## src/rtl/cic_pkg.sv

```systemverilog
package cic_pkg;
   localparam int MAX_CH = 31;

   typedef enum logic {
      COND_ANY = 1'b0,
      COND_ALL = 1'b1
   } cond_mode_e;
endpackage

```

## src/rtl/cic_flag_bank.sv

```systemverilog
module cic_flag_bank #(
   parameter int NUM_CH = 3,
   localparam int SW = NUM_CH + 1
) (
   input  logic              clk,
   input  logic              rst_n,
   input  logic [NUM_CH-1:0] set_ch,
   input  logic              frame_trig,
   input  logic              clr_we,
   input  logic [SW-1:0]     clr_data,
   output logic [SW-1:0]     flags_q
);
   logic [SW-1:0] set_v;
   logic [SW-1:0] clr_v;

   generate
      for (genvar i = 0; i < NUM_CH; i++) begin : g_ch
         assign set_v[i] = set_ch[i];
         assign clr_v[i] = (clr_we & clr_data[i]) | frame_trig;

         // a set in the same cycle wins over any clear
         always_ff @(posedge clk or negedge rst_n) begin
            if (!rst_n)         flags_q[i] <= 1'b0;
            else if (set_v[i])  flags_q[i] <= 1'b1;
            else if (clr_v[i])  flags_q[i] <= 1'b0;
         end

         a_r2_done_sets: assert property (@(posedge clk) disable iff (!rst_n)
            set_ch[i] |=> flags_q[i]);
         a_r3_w1c_clears: assert property (@(posedge clk) disable iff (!rst_n)
            (clr_we && clr_data[i] && !set_ch[i]) |=> !flags_q[i]);
         a_r3_zero_keeps: assert property (@(posedge clk) disable iff (!rst_n)
            (!frame_trig && !set_ch[i] && !(clr_we && clr_data[i])) |=> $stable(flags_q[i]));
         a_r4_frame_clears: assert property (@(posedge clk) disable iff (!rst_n)
            (frame_trig && !set_ch[i]) |=> !flags_q[i]);
      end
   endgenerate

   assign set_v[NUM_CH] = frame_trig;
   assign clr_v[NUM_CH] = clr_we & clr_data[NUM_CH];

   always_ff @(posedge clk or negedge rst_n) begin
      if (!rst_n)              flags_q[NUM_CH] <= 1'b0;
      else if (set_v[NUM_CH])  flags_q[NUM_CH] <= 1'b1;
      else if (clr_v[NUM_CH])  flags_q[NUM_CH] <= 1'b0;
   end

   a_r4_frame_sets: assert property (@(posedge clk) disable iff (!rst_n)
      frame_trig |=> flags_q[NUM_CH]);
endmodule

```

## src/rtl/cic_cond_eval.sv

```systemverilog
module cic_cond_eval #(
   parameter int NUM_CH = 3
) (
   input  logic [NUM_CH-1:0] ch_flags,
   input  logic [NUM_CH-1:0] ch_mask,
   input  logic              mode_all,
   input  logic              frame_flag,
   input  logic              frame_irq_en,
   output logic              comp_hit,
   output logic              frame_hit
);
   import cic_pkg::*;

   cond_mode_e    mode;
   logic [NUM_CH-1:0] unmasked;
   logic [NUM_CH-1:0] finished;
   logic              any_hit;
   logic              all_hit;
   logic              none_enabled;

   always_comb begin
      mode         = cond_mode_e'(mode_all);
      unmasked     = ~ch_mask;
      finished     = ch_flags & unmasked;
      none_enabled = (unmasked == '0);
      any_hit      = |finished;
      all_hit      = !none_enabled && (finished == unmasked);
      unique case (mode)
         COND_ANY: comp_hit = any_hit;
         COND_ALL: comp_hit = all_hit;
         default:  comp_hit = 1'b0;
      endcase
      frame_hit = frame_flag & frame_irq_en;
   end
endmodule

```

## src/rtl/cic_busy_merge.sv

```systemverilog
module cic_busy_merge #(
   parameter int NUM_CH = 3
) (
   input  logic              clk,
   input  logic              rst_n,
   input  logic [NUM_CH-1:0] ch_busy,
   output logic [NUM_CH-1:0] ch_idle,
   output logic              all_idle
);
   always_ff @(posedge clk or negedge rst_n) begin
      if (!rst_n) begin
         ch_idle  <= '1;
         all_idle <= 1'b1;
      end else begin
         ch_idle  <= ~ch_busy;
         all_idle <= ~(|ch_busy);
      end
   end

   generate
      for (genvar i = 0; i < NUM_CH; i++) begin : g_chk
         a_r12_busy_seen: assert property (@(posedge clk) disable iff (!rst_n)
            ch_busy[i] |=> !ch_idle[i]);
      end
   endgenerate

   a_r12_and_matches: assert property (@(posedge clk) disable iff (!rst_n)
      all_idle == (&ch_idle));
endmodule

```

## src/rtl/cmpl_irq_ctrl.sv

```systemverilog
module cmpl_irq_ctrl #(
   parameter int NUM_CH        = 3,
   parameter bit IRQ_REGISTERED = 1'b1,
   localparam int SW = NUM_CH + 1
) (
   input  logic              clk,
   input  logic              rst_n,
   input  logic [NUM_CH-1:0] ch_busy,
   input  logic [NUM_CH-1:0] ch_done,
   input  logic              frame_trig,
   input  logic [NUM_CH-1:0] ch_mask,
   input  logic              mode_all,
   input  logic              frame_irq_en,
   input  logic              clr_we,
   input  logic [SW-1:0]     clr_data,
   output logic              irq,
   output logic [SW-1:0]     status,
   output logic [NUM_CH-1:0] ch_idle,
   output logic              all_idle
);
   generate
      if (NUM_CH < 1 || NUM_CH > cic_pkg::MAX_CH) begin : g_bad_width
         $error("cmpl_irq_ctrl: NUM_CH out of range");
      end
   endgenerate

   logic [SW-1:0] flags_q;
   logic          comp_hit;
   logic          frame_hit;

   cic_flag_bank #(.NUM_CH(NUM_CH)) u_flags (
      .clk        (clk),
      .rst_n      (rst_n),
      .set_ch     (ch_done),
      .frame_trig (frame_trig),
      .clr_we     (clr_we),
      .clr_data   (clr_data),
      .flags_q    (flags_q)
   );

   cic_cond_eval #(.NUM_CH(NUM_CH)) u_cond (
      .ch_flags     (flags_q[NUM_CH-1:0]),
      .ch_mask      (ch_mask),
      .mode_all     (mode_all),
      .frame_flag   (flags_q[NUM_CH]),
      .frame_irq_en (frame_irq_en),
      .comp_hit     (comp_hit),
      .frame_hit    (frame_hit)
   );

   cic_busy_merge #(.NUM_CH(NUM_CH)) u_busy (
      .clk      (clk),
      .rst_n    (rst_n),
      .ch_busy  (ch_busy),
      .ch_idle  (ch_idle),
      .all_idle (all_idle)
   );

   assign status = flags_q;

   generate
      if (IRQ_REGISTERED) begin : g_irq_reg
         always_ff @(posedge clk or negedge rst_n) begin
            if (!rst_n) irq <= 1'b0;
            else        irq <= comp_hit | frame_hit;
         end

         a_r9_all_masked_quiet: assert property (@(posedge clk) disable iff (!rst_n)
            ((&ch_mask) && !(frame_irq_en && status[NUM_CH])) |=> !irq);
         a_r10_frame_raises: assert property (@(posedge clk) disable iff (!rst_n)
            (frame_irq_en && status[NUM_CH]) |=> irq);
         a_r11_irq_drops: assert property (@(posedge clk) disable iff (!rst_n)
            (!comp_hit && !frame_hit) |=> !irq);
         a_r6_any_raises: assert property (@(posedge clk) disable iff (!rst_n)
            (!mode_all && |(status[NUM_CH-1:0] & ~ch_mask)) |=> irq);
      end else begin : g_irq_comb
         assign irq = comp_hit | frame_hit;
      end
   endgenerate
endmodule

```

## config.mk

```make
export PLATFORM = sky130hd
export DESIGN_NAME = cmpl_irq_ctrl
export DESIGN_NICKNAME = d
export VERILOG_FILES = /design/src/rtl/cic_pkg.sv /design/src/rtl/cic_flag_bank.sv /design/src/rtl/cic_cond_eval.sv /design/src/rtl/cic_busy_merge.sv /design/src/rtl/cmpl_irq_ctrl.sv
export SDC_FILE = /design/constraint.sdc
export NUM_CORES = 1
export LEC_CHECK = 0
export BUFFER_PORTS_ARGS = -buffer_cell sky130_fd_sc_hd__buf_2
export CORE_AREA = 4 4 41 43
export DETAILED_ROUTE_END_ITERATION = 7
export DIE_AREA = 0 0 45 47
export GPL_TIMING_DRIVEN = 0
export PLACE_DENSITY = 0.62
export SLEW_MARGIN = 0
export SYNTH_ARGS = -nofsm -noshare
export SYNTH_HDL_FRONTEND = slang
export SYNTH_SLANG_ARGS = --single-unit
```

## constraint.sdc

```tcl
create_clock -name clk -period 1.41 [get_ports clk]
set_input_delay 0.2115 -clock clk [delete_from_list [all_inputs] [get_ports clk]]
set_output_delay 0.2115 -clock clk [all_outputs]
set_load 0.01 [all_outputs]
```

==> qor.csv <==
stage,metric,value,unit
clock_network,CTS sink cnt,9,
global_route,gr ovfl total,0,
setup_path,Crit. End Element,primary output,
floorplan,floorplan row count,13,
power,Lkg Pwr,0.2949,nW
sta,Fin. Hold Viols,0,
synthesis,Synth Area in Adders,0,%
placement,Port Buf Inserts,27,
clock_network,clk_lat worst skew,0.26,ns
floorplan,Die W,45,um
route,via count,336,
flow_run,max-cap violations,0,
synthesis,synth warn,0,
sta,RSZ-0062 raised after global routing,false,
route,Routed WL,816,um
clock_network,clk buf depth,2,
floorplan,starting density of the core,27.12,%
route,post-route ant nets,0,
power,Peak VDD IR,0.7904,mV
placement,GP Congestion,0.7595,
synthesis,"Cell Area, Synth",352.8,um^2
setup_path,"Data required, critical path",1.20,ns
synthesis,post-synthesis sequential area ratio,65.25,%
sta,relative slew slack,87.38,%
sta,clk_skew,0.002091,ns
synthesis,number of flops mapped to enable cells by yosys,0,
clock_network,H-tree depth,1,
synthesis,Post-Syn Nets,51,
synthesis,Synth top cells by count,"6 x inv_1, 6 x nand2_1, 5 x dfrtp_1",
clock_network,CTS tree,done,
global_route,initial antenna violation count,0,
route,top sig layer,met4,
synthesis,post-synthesis async set-or-reset flop share,100.0,%
clock_network,CTS Root Cell,clkbuf_4,
run_status,status,"complete, no violations",
sta,final period utilization,79.28,%
placement,post-detail-place hpwl,670.1,um
synthesis,post-synth cell types,13,
global_route,Overall Global Routing Usage,9.920,%
floorplan,Core Area,1301,um^2
sta,setup ws final,0.2922,ns
final_layout,register area,230.2,um^2
clock_network,clock-pin slew on the worst setup and hold paths,0.06,ns
setup_path,"critical path, cell by cell",buf_4 -> buf_2,
placement,Place WS,0.4455,ns
synthesis,largest family of logic cells by synthesized area,compound AO/OA/AOI/OAI gates,
global_route,first-pass GRT wire length,1435,um
synthesis,Synth Area in Compound Gates,15.60,%
final_layout,synthesis-to-finish area growth,53.90,%
worst_hold_path,Min-Delay Path Class,in2reg,
route,iteration count of the initial detailed-routing pass,4,
route,DRC,0,
sta,Slew @ Worst Pin,0.1892,ns
synthesis,Synth Area in Simple Gates,10.64,%
clock_network,# Post-CTS Setup Buffers,0,
route,Vias/cell,4.253,
synthesis,Post-Syn Area per Cell,11.03,um^2
sta,Slew Limit Fails,0,
synthesis,"Top FF cell, synth",dfrtp_1,
synthesis,Synth area leaders,"dfrtp_1 35%, dfstp_2 30%, a31o_2 7.4%",
global_route,number of global-route vias before repair,328,
floorplan,Ports,28,
final_layout,final-stage net count,84,
floorplan,die extent in y,47,um
power,Tot Pwr,0.5714,mW
sta,Period minus WS final,1.118,ns
final_layout,fillers,137,
route,wl on met1,309,um
final_layout,layout cells sized above 1,59.38,%
synthesis,cell taking the most area after synthesis,dfrtp_1,
setup_path,Critical Path AT,0.91,ns
final_layout,area of the multi-input gates,92.59,um^2
sta,highest clock rate,894.6,MHz
synthesis,"FF+latch count, synth",9,
floorplan,full die area,2115,um^2
synthesis,mux cell area share after synthesis,0,%
route,drt first-iter violations,2,
global_route,largest net degree at the start of global routing,10,
setup_path,CP Max Fanout,3,
synthesis,cells after synthesis,32,
sta,Final setup viols,0,
setup_path,slowest CP cell,dfrtp_1,
sta,Setup Total Neg Slack,0,ns
clock_network,number of CTS-inserted buffers,3,
setup_path,Setup CP Type,reg2out,
final_layout,# diodes,0,
route,DR WL met2,415,um
setup_path,CP max stage delay,0.40,ns
power,Power per Cell Area,1052,nW/um^2
synthesis,share of the synthesized area in the top cell type,35.46,%
final_layout,fin util,41.73,%
route,met3 wire length,88,um
setup_path,CP Launch Type,flop,
route,routed len/inst,10.33,um
synthesis,post-synthesis xor/xnor area fraction,0,%
==> critical path: cells and delay by family, from the launching register on <==
| kind | cells | cell delay, ns |
|---|---|---|
| buffers and inverters | 2 | 0.25 |
| flip-flops | 1 | 0.40 |
==> cell families (layout without fill, tap and decap cells) <==
kind of cell / Yosys count / count (layout)
AOI/OAI and AO/OA: 7 / 7
and+or+nand+nor: 9 / 9
DFF: 9 / 9
buffers and inverters: 7 / 39
==> final timing paths <==
path,start,slack [ns],cells past startpoint,end
hold / removal,ch_busy[2],0.07,2,u_busy.ch_idle[2]
setup reg to reg,u_flags.flags_q[0],0.44,3,irq
min in group asynchronous,rst_n,0.32,2,u_flags.flags_q[1]
setup / recovery,u_flags.flags_q[3],0.29,2,status[3]
max in group asynchronous,rst_n,0.85,2,u_busy.ch_idle[0]
hold reg to reg,u_flags.flags_q[3],0.51,2,u_flags.flags_q[3]
==> stage by stage <==
stage,instance area (um^2),std cells,hold slack [ns]
detailed placement,506.7,74,0.06820
global route,543.0,79,0.07396
CTS,543.0,79,0.06339
floorplan,352.8,32,-0.08409
global placement,506.7,74,0.06878
finish,543.0,79,0.07149
==> layout by cell type (no fill, tap or decap), types with 3 or more instances in the layout <==
cell,n
clkbuf_4,3
dfstp_2,4
buf_2,27
dfrtp_1,5
inv_1,6
a31o_2,3
nand2_1,6
==> sequential cells by signal, summed over array words and instances, names as in the netlist <==
register and flops:
u_flags.flags_q 4, u_busy.ch_idle 3, u_busy.all_idle 1, irq 1
==> metal layers <==
layer	track usage (%)	vias up
met5	0	-
met1	11.79	153
met4	5.263	0
met2	13.56	14
met3	6.513	2
li1	-	167
==> layout make-up <==
class / count / share of cell area [%]
buffer: 1 / 1.382
multi-input combinational: 16 / 17.05
timing repair buffer: 28 / 26.73
inverter: 6 / 4.147
sequential: 9 / 42.40
tap: 15 / 3.456
clock buffer: 4 / 4.839
==> where the power goes <==
part / internal, mW / switching (mW) / total, mW
combinational: 0.0484 / 0.0403 / 0.0887
clock: 0.109 / 0.0851 / 0.194
sequential: 0.279 / 0.00960 / 0.289
==> what timing repair did <==
item,in CTS,in global routing
hold endpoints to repair,5,0
hold buffers,1,0
gates resized for setup,0,0
(Power assumes the default switching activity.)
